File: src/rtl/cfg_port_pkg.sv
// Package: shared constants for the configuration port controller.
// Assumes 8-bit configuration registers and a fixed four-byte unlock key.
package cfg_port_pkg;

    localparam int KEY_LEN = 4;

    localparam logic [7:0] IDX_EXIT    = 8'h02;
    localparam logic [7:0] IDX_LDN     = 8'h07;
    localparam logic [7:0] IDX_ID_HI   = 8'h20;
    localparam logic [7:0] IDX_ID_LO   = 8'h21;
    localparam logic [7:0] IDX_REV     = 8'h22;
    localparam logic [7:0] IDX_BASE_HI = 8'h62;
    localparam logic [7:0] LDN_GPIO    = 8'h07;
    localparam logic [7:0] BYTE_IDLE   = 8'hFF;

    // Key byte at position pos of the unlock sequence.
    function automatic logic [7:0] key_byte(input int pos);
        case (pos)
            0:       key_byte = 8'h87;
            1:       key_byte = 8'h01;
            default: key_byte = 8'h55;
        endcase
    endfunction

endpackage

File: src/rtl/cfg_key_unlock.sv
// Module: cfg_key_unlock
// Tracks the unlock key written to the index port while locked.
// Assumes byte_valid is only raised for index-port writes in locked mode.
// unlock_o is combinational and marks the write that completes the key.
module cfg_key_unlock
    import cfg_port_pkg::*;
#(
    parameter int SEQ_LEN = KEY_LEN
) (
    input  logic       clk,
    input  logic       rst_n,
    input  logic       byte_valid,
    input  logic [7:0] byte_in,
    output logic       unlock_o
);
    localparam int CNT_W = (SEQ_LEN > 2) ? $clog2(SEQ_LEN) : 1;
    localparam logic [CNT_W-1:0] LAST = CNT_W'(SEQ_LEN - 1);
    localparam logic [CNT_W-1:0] ONE  = CNT_W'(1);

    logic [CNT_W-1:0]   pos_q;
    logic [SEQ_LEN-1:0] hit;
    logic               cur_hit;

    // One comparator per key position.
    for (genvar g = 0; g < SEQ_LEN; g++) begin : g_cmp
        assign hit[g] = (byte_in == key_byte(g));
    end

    // Select the comparator for the expected position.
    assign cur_hit  = hit[pos_q];
    assign unlock_o = byte_valid && cur_hit && (pos_q == LAST);

    // Advance, restart or re-seed the match position.
    always_ff @(posedge clk) begin
        if (!rst_n) begin
            pos_q <= '0;
        end else if (byte_valid) begin
            if (cur_hit) begin
                pos_q <= (pos_q == LAST) ? '0 : pos_q + ONE;
            end else if (hit[0]) begin
                pos_q <= ONE;
            end else begin
                pos_q <= '0;
            end
        end
    end

    AST_KEY_RESEED: assert property (@(posedge clk) disable iff (!rst_n)
        (byte_valid && byte_in == 8'h87 && !unlock_o) |=> (pos_q == ONE));

endmodule

File: src/rtl/cfg_reg_bank.sv
// Module: cfg_reg_bank
// Configuration registers: device selector, chip identity and the banked
// GPIO base address. Assumes wr_en is only raised in unlocked mode.
// Read data is combinational from the latched index.
module cfg_reg_bank
    import cfg_port_pkg::*;
#(
    parameter logic [15:0] CHIP_ID       = 16'hA51C,
    parameter logic [3:0]  CHIP_REV      = 4'h3,
    parameter int          BASE_W        = 16,
    parameter logic [BASE_W-1:0] BASE_RST = BASE_W'(16'h0A00)
) (
    input  logic              clk,
    input  logic              rst_n,
    input  logic              wr_en,
    input  logic [7:0]        index,
    input  logic [7:0]        wr_data,
    output logic [7:0]        rd_data,
    output logic [7:0]        ldn_o,
    output logic [BASE_W-1:0] gpio_base_o
);
    localparam int BASE_BYTES = BASE_W / 8;

    logic [7:0]        ldn_q;
    logic [BASE_W-1:0] base_q;
    logic              gpio_sel;

    assign gpio_sel    = (ldn_q == LDN_GPIO);
    assign ldn_o       = ldn_q;
    assign gpio_base_o = base_q;

    // Update selector and banked base-address bytes, high byte first.
    always_ff @(posedge clk) begin
        if (!rst_n) begin
            ldn_q  <= 8'h00;
            base_q <= BASE_RST;
        end else if (wr_en) begin
            if (index == IDX_LDN) ldn_q <= wr_data;
            for (int k = 0; k < BASE_BYTES; k++) begin
                if (gpio_sel && index == 8'(IDX_BASE_HI + k))
                    base_q[(BASE_BYTES-1-k)*8 +: 8] <= wr_data;
            end
        end
    end

    // Read multiplexer over fixed and banked registers.
    always_comb begin
        rd_data = 8'h00;
        case (index)
            IDX_LDN:   rd_data = ldn_q;
            IDX_ID_HI: rd_data = CHIP_ID[15:8];
            IDX_ID_LO: rd_data = CHIP_ID[7:0];
            IDX_REV:   rd_data = {4'h0, CHIP_REV};
            default:   rd_data = 8'h00;
        endcase
        for (int k = 0; k < BASE_BYTES; k++) begin
            if (gpio_sel && index == 8'(IDX_BASE_HI + k))
                rd_data = base_q[(BASE_BYTES-1-k)*8 +: 8];
        end
    end

    AST_BASE_FOREIGN_LDN: assert property (@(posedge clk) disable iff (!rst_n)
        (wr_en && ldn_q != LDN_GPIO) |=> $stable(base_q));

endmodule

File: src/rtl/cfg_port_ctrl.sv
// Module: cfg_port_ctrl (top)
// Decodes the index and data ports from the I/O bus, holds the lock state
// and the latched index, and registers read data. Assumes one-cycle
// strobes; a bus cycle outside the two ports is ignored.
module cfg_port_ctrl
    import cfg_port_pkg::*;
#(
    parameter int          ADDR_W        = 16,
    parameter logic [ADDR_W-1:0] INDEX_PORT = ADDR_W'(16'h002E),
    parameter logic [ADDR_W-1:0] DATA_PORT  = ADDR_W'(16'h002F),
    parameter logic [15:0] CHIP_ID       = 16'hA51C,
    parameter logic [3:0]  CHIP_REV      = 4'h3,
    parameter logic [15:0] GPIO_BASE_RST = 16'h0A00
) (
    input  logic              clk,
    input  logic              rst_n,
    input  logic [ADDR_W-1:0] io_addr,
    input  logic              io_wr,
    input  logic              io_rd,
    input  logic [7:0]        io_wdata,
    output logic [7:0]        io_rdata,
    output logic              cfg_mode_o,
    output logic [7:0]        ldn_o,
    output logic [15:0]       gpio_base_o
);
    logic       idx_hit, dat_hit;
    logic       mode_q;
    logic [7:0] index_q;
    logic       key_valid, unlock, exit_req, bank_wr;
    logic [7:0] bank_rd;

    assign idx_hit    = (io_addr == INDEX_PORT);
    assign dat_hit    = (io_addr == DATA_PORT);
    assign key_valid  = io_wr && idx_hit && !mode_q;
    assign bank_wr    = io_wr && dat_hit && mode_q;
    assign exit_req   = bank_wr && (index_q == IDX_EXIT) && io_wdata[1];
    assign cfg_mode_o = mode_q;

    cfg_key_unlock #(.SEQ_LEN(KEY_LEN)) u_key (
        .clk        (clk),
        .rst_n      (rst_n),
        .byte_valid (key_valid),
        .byte_in    (io_wdata),
        .unlock_o   (unlock)
    );

    cfg_reg_bank #(
        .CHIP_ID  (CHIP_ID),
        .CHIP_REV (CHIP_REV),
        .BASE_W   (16),
        .BASE_RST (GPIO_BASE_RST)
    ) u_bank (
        .clk         (clk),
        .rst_n       (rst_n),
        .wr_en       (bank_wr),
        .index       (index_q),
        .wr_data     (io_wdata),
        .rd_data     (bank_rd),
        .ldn_o       (ldn_o),
        .gpio_base_o (gpio_base_o)
    );

    // Lock state: open on a completed key, close on the leave command.
    always_ff @(posedge clk) begin
        if (!rst_n)        mode_q <= 1'b0;
        else if (unlock)   mode_q <= 1'b1;
        else if (exit_req) mode_q <= 1'b0;
    end

    // Latch the register number from index-port writes while unlocked.
    always_ff @(posedge clk) begin
        if (!rst_n)                        index_q <= 8'h00;
        else if (io_wr && idx_hit && mode_q) index_q <= io_wdata;
    end

    // Register read data on a port read strobe; hold otherwise.
    always_ff @(posedge clk) begin
        if (!rst_n) begin
            io_rdata <= BYTE_IDLE;
        end else if (io_rd && dat_hit) begin
            io_rdata <= mode_q ? bank_rd : BYTE_IDLE;
        end else if (io_rd && idx_hit) begin
            io_rdata <= mode_q ? index_q : BYTE_IDLE;
        end
    end

    AST_UNLOCK_CAUSE: assert property (@(posedge clk) disable iff (!rst_n)
        $rose(mode_q) |-> $past(io_wr && idx_hit && io_wdata == 8'h55));
    AST_EXIT_CAUSE: assert property (@(posedge clk) disable iff (!rst_n)
        $fell(mode_q) |-> $past(io_wr && dat_hit && index_q == IDX_EXIT && io_wdata[1]));
    AST_LOCKED_RDATA: assert property (@(posedge clk) disable iff (!rst_n)
        (io_rd && dat_hit && !mode_q) |=> (io_rdata == 8'hFF));
    AST_LDN_LOCKED: assert property (@(posedge clk) disable iff (!rst_n)
        !mode_q |=> $stable(ldn_o));
    AST_INDEX_LOCKED: assert property (@(posedge clk) disable iff (!rst_n)
        !mode_q |=> $stable(index_q));
    AST_FOREIGN_ADDR: assert property (@(posedge clk) disable iff (!rst_n)
        !(idx_hit || dat_hit) |=> $stable(io_rdata));

endmodule

File: config.mk
export PLATFORM = sky130hd
export DESIGN_NAME = cfg_port_ctrl
export DESIGN_NICKNAME = d
export VERILOG_FILES = /design/src/rtl/cfg_port_pkg.sv /design/src/rtl/cfg_key_unlock.sv /design/src/rtl/cfg_reg_bank.sv /design/src/rtl/cfg_port_ctrl.sv
export SDC_FILE = /design/constraint.sdc
export NUM_CORES = 1
export LEC_CHECK = 0
export BUFFER_PORTS_ARGS = -buffer_cell sky130_fd_sc_hd__buf_2
export CORE_UTILIZATION = 40
export CTS_CLUSTER_DIAMETER = 100
export DETAILED_ROUTE_END_ITERATION = 8
export GPL_ROUTABILITY_DRIVEN = 0
export PLACE_DENSITY = 0.62
export SLEW_MARGIN = 25
export SYNTH_ARGS = -nofsm -noshare
export SYNTH_HDL_FRONTEND = slang
export SYNTH_SLANG_ARGS = --single-unit
File: constraint.sdc
create_clock -name clk -period 3.1 [get_ports clk]
set_input_delay 0.465 -clock clk [delete_from_list [all_inputs] [get_ports clk]]
set_output_delay 0.465 -clock clk [all_outputs]
set_load 0.02 [all_outputs]
==> Word-level counts from Yosys, hierarchy flattened <==
Cells that the tools add are included.
{ "totals": {"word_cells": 56, "input_bits": 28, "regBits": 43} }
{ "op_classes": {"addsub": 1, "n_mux": 14, "n_lt_le_gt_ge": 1, "eq_ne": 14, "reduce_logical": 19} }
{ "op_table": {"columns": ["op", "count"], "rows": [
  ["8-bit two-way mux", 6],
  ["16-bit by 6-bit equality test with 1-bit output, second input constant", 2],
  ["8-bit one-hot mux with 4 select lines", 1],
  ["8-bit by 6-bit equality test with 1-bit output, second input constant", 3],
  ["8-bit by 7-bit equality test with 1-bit output, second input constant", 3],
  ["8-bit by 3-bit equality test with 1-bit output, second input constant", 2],
  ["1-bit logical AND", 13],
  ["8-bit by 1-bit equality test with 1-bit output, second input constant", 1],
  ["8-bit by 2-bit equality test with 1-bit output, second input constant", 1],
  ["8-bit equality test, second input constant", 1],
  ["2-bit AND reduction", 3],
  ["1-bit two-way mux", 4],
  ["2-bit two-way mux", 2],
  ["2-bit nonzero test", 2],
  ["2-bit by 3-bit < comparator with 1-bit output, second input constant", 1],
  ["2-bit by 1-bit adder with 2-bit output, second input constant", 1],
  ["1-bit binary-select mux with 2-bit select", 1],
  ["2-bit equality test, second input constant", 1],
  ["1-bit logical NOT", 1]
]} }

==> Longest topological paths before layout <==
{ "depth": {"word_depth": 7, "ltp_mapped": 7, "mapped_depth_nobuf": 5} }

==> Hierarchy <==
Synthesis repeated with hierarchy kept, for this count alone.
{ "unflattened": {"cells_unflattened": 261, "hier_area_um2": 2368.5} }
{ "modules_own_cells": {"columns": ["module", "area_per_inst_um2", "seq_area_each_um2", "instances", "cells_per_inst"], "rows": [
  ["cfg_reg_bank", 1343.8, 480.5, 1, 155],
  ["cfg_port_ctrl", 827.0, 340.3, 1, 81],
  ["cfg_key_unlock", 197.7, 40.0, 1, 25]
]} }

==> Worst setup path after synthesis <==
Ideal clock, no wire load.
{ "synth_path": {"path_type": "input to register", "startpoint": "input port io_addr[13]", "endpoint": "register u_bank.base_q[0] (netlist: u_bank.gpio_base_o[0])", "path_slack_ns": 1.128, "arrival_time_ns": 1.856, "required_ns": 2.984, "n_path_buf": 0, "stages": 5, "path_cell_list": "nor3_1 > nand3_4 > nor4_4 > mux2i_1 > nor2b_1"} }
{ "synth_between": {"elab_chain_len": 4} }
{ "synth_rtl": {"columns": ["item", "line", "text"], "rows": [
  ["start: declaration", "cfg_port_ctrl.sv:17", "input logic [ADDR_W-1:0] io_addr,"],
  ["16-bit by 6-bit equality test with 1-bit output", "cfg_port_ctrl.sv:33", "assign dat_hit = (io_addr == DATA_PORT);"],
  ["1-bit logical AND (2 in a row)", "cfg_port_ctrl.sv:35", "assign bank_wr = io_wr && dat_hit && mode_q;"],
  ["2-bit AND reduction (no source line)", null, null],
  ["end signal: indexed assignment", "cfg_reg_bank.sv:41", "base_q[(BASE_BYTES-1-k)*8 +: 8] <= wr_data;"],
  ["end: declaration", "cfg_reg_bank.sv:25", "logic [BASE_W-1:0] base_q;"]
]} }
Every way passes these cells.
A chain may end at the register's enable or synchronous reset.

==> Worst setup path after layout <==
{ "layout_path": {"startpoint": "register index_q[6]", "endpoint": "register u_bank.base_q[12] (netlist: u_bank.gpio_base_o[12])"} }
{ "layout_between": {"elab_chain_len": 3} }
{ "layout_rtl": {"columns": ["item", "line", "text"], "rows": [
  ["start: declaration", "cfg_port_ctrl.sv:28", "logic [7:0] index_q;"],
  ["start signal: assignment", "cfg_port_ctrl.sv:73", "else if (io_wr && idx_hit && mode_q) index_q <= io_wdata;"],
  ["8-bit by 7-bit equality test with 1-bit output", "cfg_reg_bank.sv:40", "if (gpio_sel && index == 8'(IDX_BASE_HI + k))"],
  ["1-bit logical AND", "cfg_reg_bank.sv:40", null],
  ["2-bit AND reduction (no source line)", null, null]
]} }
Every way passes these cells.

==> results.cfg <==
[outcome]
outcome = finished clean

[sta]
worst_hold_slack_ps = 458
hold_violations = 0
rsz0062_at_grt = false
worst_slew_pin_slew_ps = 765
slew_headroom = 0.486
finClkSkew_ps = 5.53
maxSlewViolCount = 0
fmax_mhz = 437
setup_violations = 0
setup-tns-final_ps = 0
fin_crit_ps = 2290
post-route-period-util = 0.738

[floorplan]
coreArea_mm2 = 0.00554
die_h_um = 77.9
ios = 61
start_util = 0.416
die_area_mm2 = 0.00608
rows = 27
fp.dieW_um = 77.9

[routing]
drc = 0
via_count = 2144
wl_per_cell_um = 16.3
drt_pass1_iterations = 4
postRouteAntennaNets = 0
drt-initial-drc-count = 140
totalWireLength_um = 6300
vias_per_cell = 5.54

[final_layout]
area_delta_synth_final_pct = 21.4
seq_area_um2 = 861
diodes = 0
nets = 343
multiInputGateArea_mm2 = 0.00138
drive_above_1_share = 0.289
layout.cells.non_filler = 387
fill_cells = 564

[power]
vdd_ir_drop_max_uv = 226
p_per_area_mw_per_mm2 = 375
p_total_uw = 1050
p_leak_uw = 0.00103

[global_routing]
grt_antenna_before_repair = 0
grt_pass1_vias = 2002
grt_pass1_wl_um = 10100
grt_use_total = 0.220
gr-total-overflow = 0
grt_max_degree = 32

[synthesis]
ys_seq_area_frac = 0.373
synth_area_mm2 = 0.00231
synth-xor-area-share = 0
synth_cell_types = 42
synth-seq-cells = 43
synth_enable_flop_cells = 0
synth-simple-area-share = 0.360
synth_fp_nets = 283
yosysWarnings = 0
ys.flop_type = dfxtp_1
synthAdderAreaFrac = 0.00542
synthMuxAreaShare = 0.129
avgSynthCellArea_um2 = 9.08
synth-compound-area-share = 0.100
synth_top_family_by_area = simple AND/OR/NAND/NOR gates
async_flop_share = 0
synthCells = 254

[critical_path]
worst_setup_path_start_kind = flip-flop
cp_slowest_cell = nor4_4
crit_path_max_fanout = 16
path_class = flip-flop to flip-flop
reg2reg_slack_ps = 810
worst-path-buf-inv = 0
crit_path_end_kind = flip-flop
arrival_ps = 2440
required_ps = 3260
worst_path_largest_cell_delay_ps = 730
path_cells = nor4b_2 -> nand4_2 -> nor4_4 -> o21ai_0
worst_path_dominant_cell_family = simple AND/OR/NAND/NOR gates

[cts]
path_clk_slew_ps = 90
cts_root_buf = clkbuf_8
cts-resized-gates = 0
cts_buffers = 5
clk_latency_ps = 300
cts_sinks = 43
cts_tree = done
postCtsHoldBufs = 0
cts_max_level = 2
cts_buffer_depth = 2
postCtsSetupBuffers = 0

[placed_design]
numPortBuffers = 60
dp.cells = 379
dp_hpwl_um = 4610

[min_path]
hp-class = input port to flip-flop

[flow_run]
max_cap_viol_count = 0
-- layout make-up --
cell class                 count  share of cell area
inverter                       6             0.00804
sequential                    43               0.307
clock inverter                 3              0.0156
clock buffer                   5              0.0246
multi-input combinational    193               0.492
tap                           72              0.0322
timing repair buffer          65               0.121
-- sequential cells by signal, summed over array words and instances (netlist names) --
signal / flops
u_bank.gpio_base_o: 16
index_q: 8
io_rdata: 8
u_bank.ldn_o: 8
u_key.pos_q: 2
cfg_mode_o: 1
-- Yosys cell counts (2+ instances only) --
master / n / area, um^2
dfxtp_1: 43 / 861
nand3_1: 25 / 125
nor2b_1: 25 / 156
mux2i_1: 24 / 240
nand2_1: 22 / 82.6
nor2_1: 13 / 48.8
o21ai_0: 13 / 65.1
a31oi_1: 9 / 56.3
clkbuf_1: 8 / 30.0
inv_1: 6 / 22.5
nor4_1: 6 / 37.5
o211ai_1: 6 / 45.0
mux2_2: 5 / 56.3
nor4b_1: 5 / 43.8
and3_1: 3 / 18.8
buf_2: 3 / 15.0
nand4_1: 3 / 18.8
nor3_1: 3 / 15.0
nor3b_1: 3 / 22.5
nor4_4: 3 / 63.8
and4_1: 2 / 17.5
and4b_1: 2 / 20.0
nor4b_4: 2 / 47.6
or4b_1: 2 / 20.0
-- stage by stage --
stage / utilization / instance area, um^2 / worst slack [ps]
3_3_place_gp: 0.485 / 2690 / 877
2_1_floorplan: - / 2310 / 1130
6_report: 0.506 / 2800 / 812
4_1_cts: 0.506 / 2800 / 832
5_1_grt: 0.506 / 2800 / 564
3_5_place_dp: 0.485 / 2690 / 638
-- worst register-to-register path: stages (launching register included) --
cell and delay [ps]:
dfxtp_1 510, nor4b_2 300, nand4_2 370, nor4_4 730, o21ai_0 230
-- cell families (layout without fill, tap and decap cells) --
family	after synthesis	count (layout)
and+or+nand+nor	127	127
adders and majority gates	1	1
muxes	29	29
DFF	43	43
buffers and inverters	18	79
AOI/OAI and AO/OA	36	36
-- placed cells by master (no fill, tap or decap), types with 2 or more instances in the layout --
cell / instances
nor4b_4: 2
nor4_1: 6
nand3_1: 25
nand4_1: 3
buf_4: 5
and4b_1: 2
nor2b_1: 25
nand2_1: 22
and3_1: 3
o211ai_1: 6
mux2i_1: 24
nor4b_2: 2
mux2_2: 5
nor3b_1: 3
o21ai_0: 13
nor4b_1: 4
nor4_4: 3
or4b_1: 2
inv_1: 6
nor2_1: 13
a31oi_1: 9
nor3_1: 3
clkbuf_8: 5
dfxtp_1: 43
buf_2: 60
and4_1: 2
-- power by group --
| group | switching [uW] | leakage, uW | internal (uW) |
|---|---|---|---|
| clock network | 203 | 0.0000581 | 240 |
| registers | 0.000216 | 0.000347 | 552 |
| logic | 33.0 | 0.000630 | 22.6 |
| total | 236 | 0.00103 | 814 |
-- path summary, 6_finish.rpt --
path / from / end / cells past startpoint
setup / recovery: index_q[6]$_SDFFE_PN0P_ / u_bank.gpio_base_o[12]$_SDFFE_PN0P_ / 4
setup reg to reg: index_q[6]$_SDFFE_PN0P_ / u_bank.gpio_base_o[12]$_SDFFE_PN0P_ / 4
hold / removal: io_wdata[3] / u_bank.gpio_base_o[11]$_SDFFE_PN1P_ / 3
hold reg to reg: u_bank.gpio_base_o[13]$_SDFFE_PN0P_ / u_bank.gpio_base_o[13]$_SDFFE_PN0P_ / 2
-- per-layer routing --
layer  part of all wire  track usage  up-vias
met3              0.077       0.0412       11
met5                  0            0        -
met2               0.44        0.341       90
li1                   -            -     1056
met1               0.46        0.293      987
met4              0.024        0.104        0
Power figures use the tool's default switching activity.
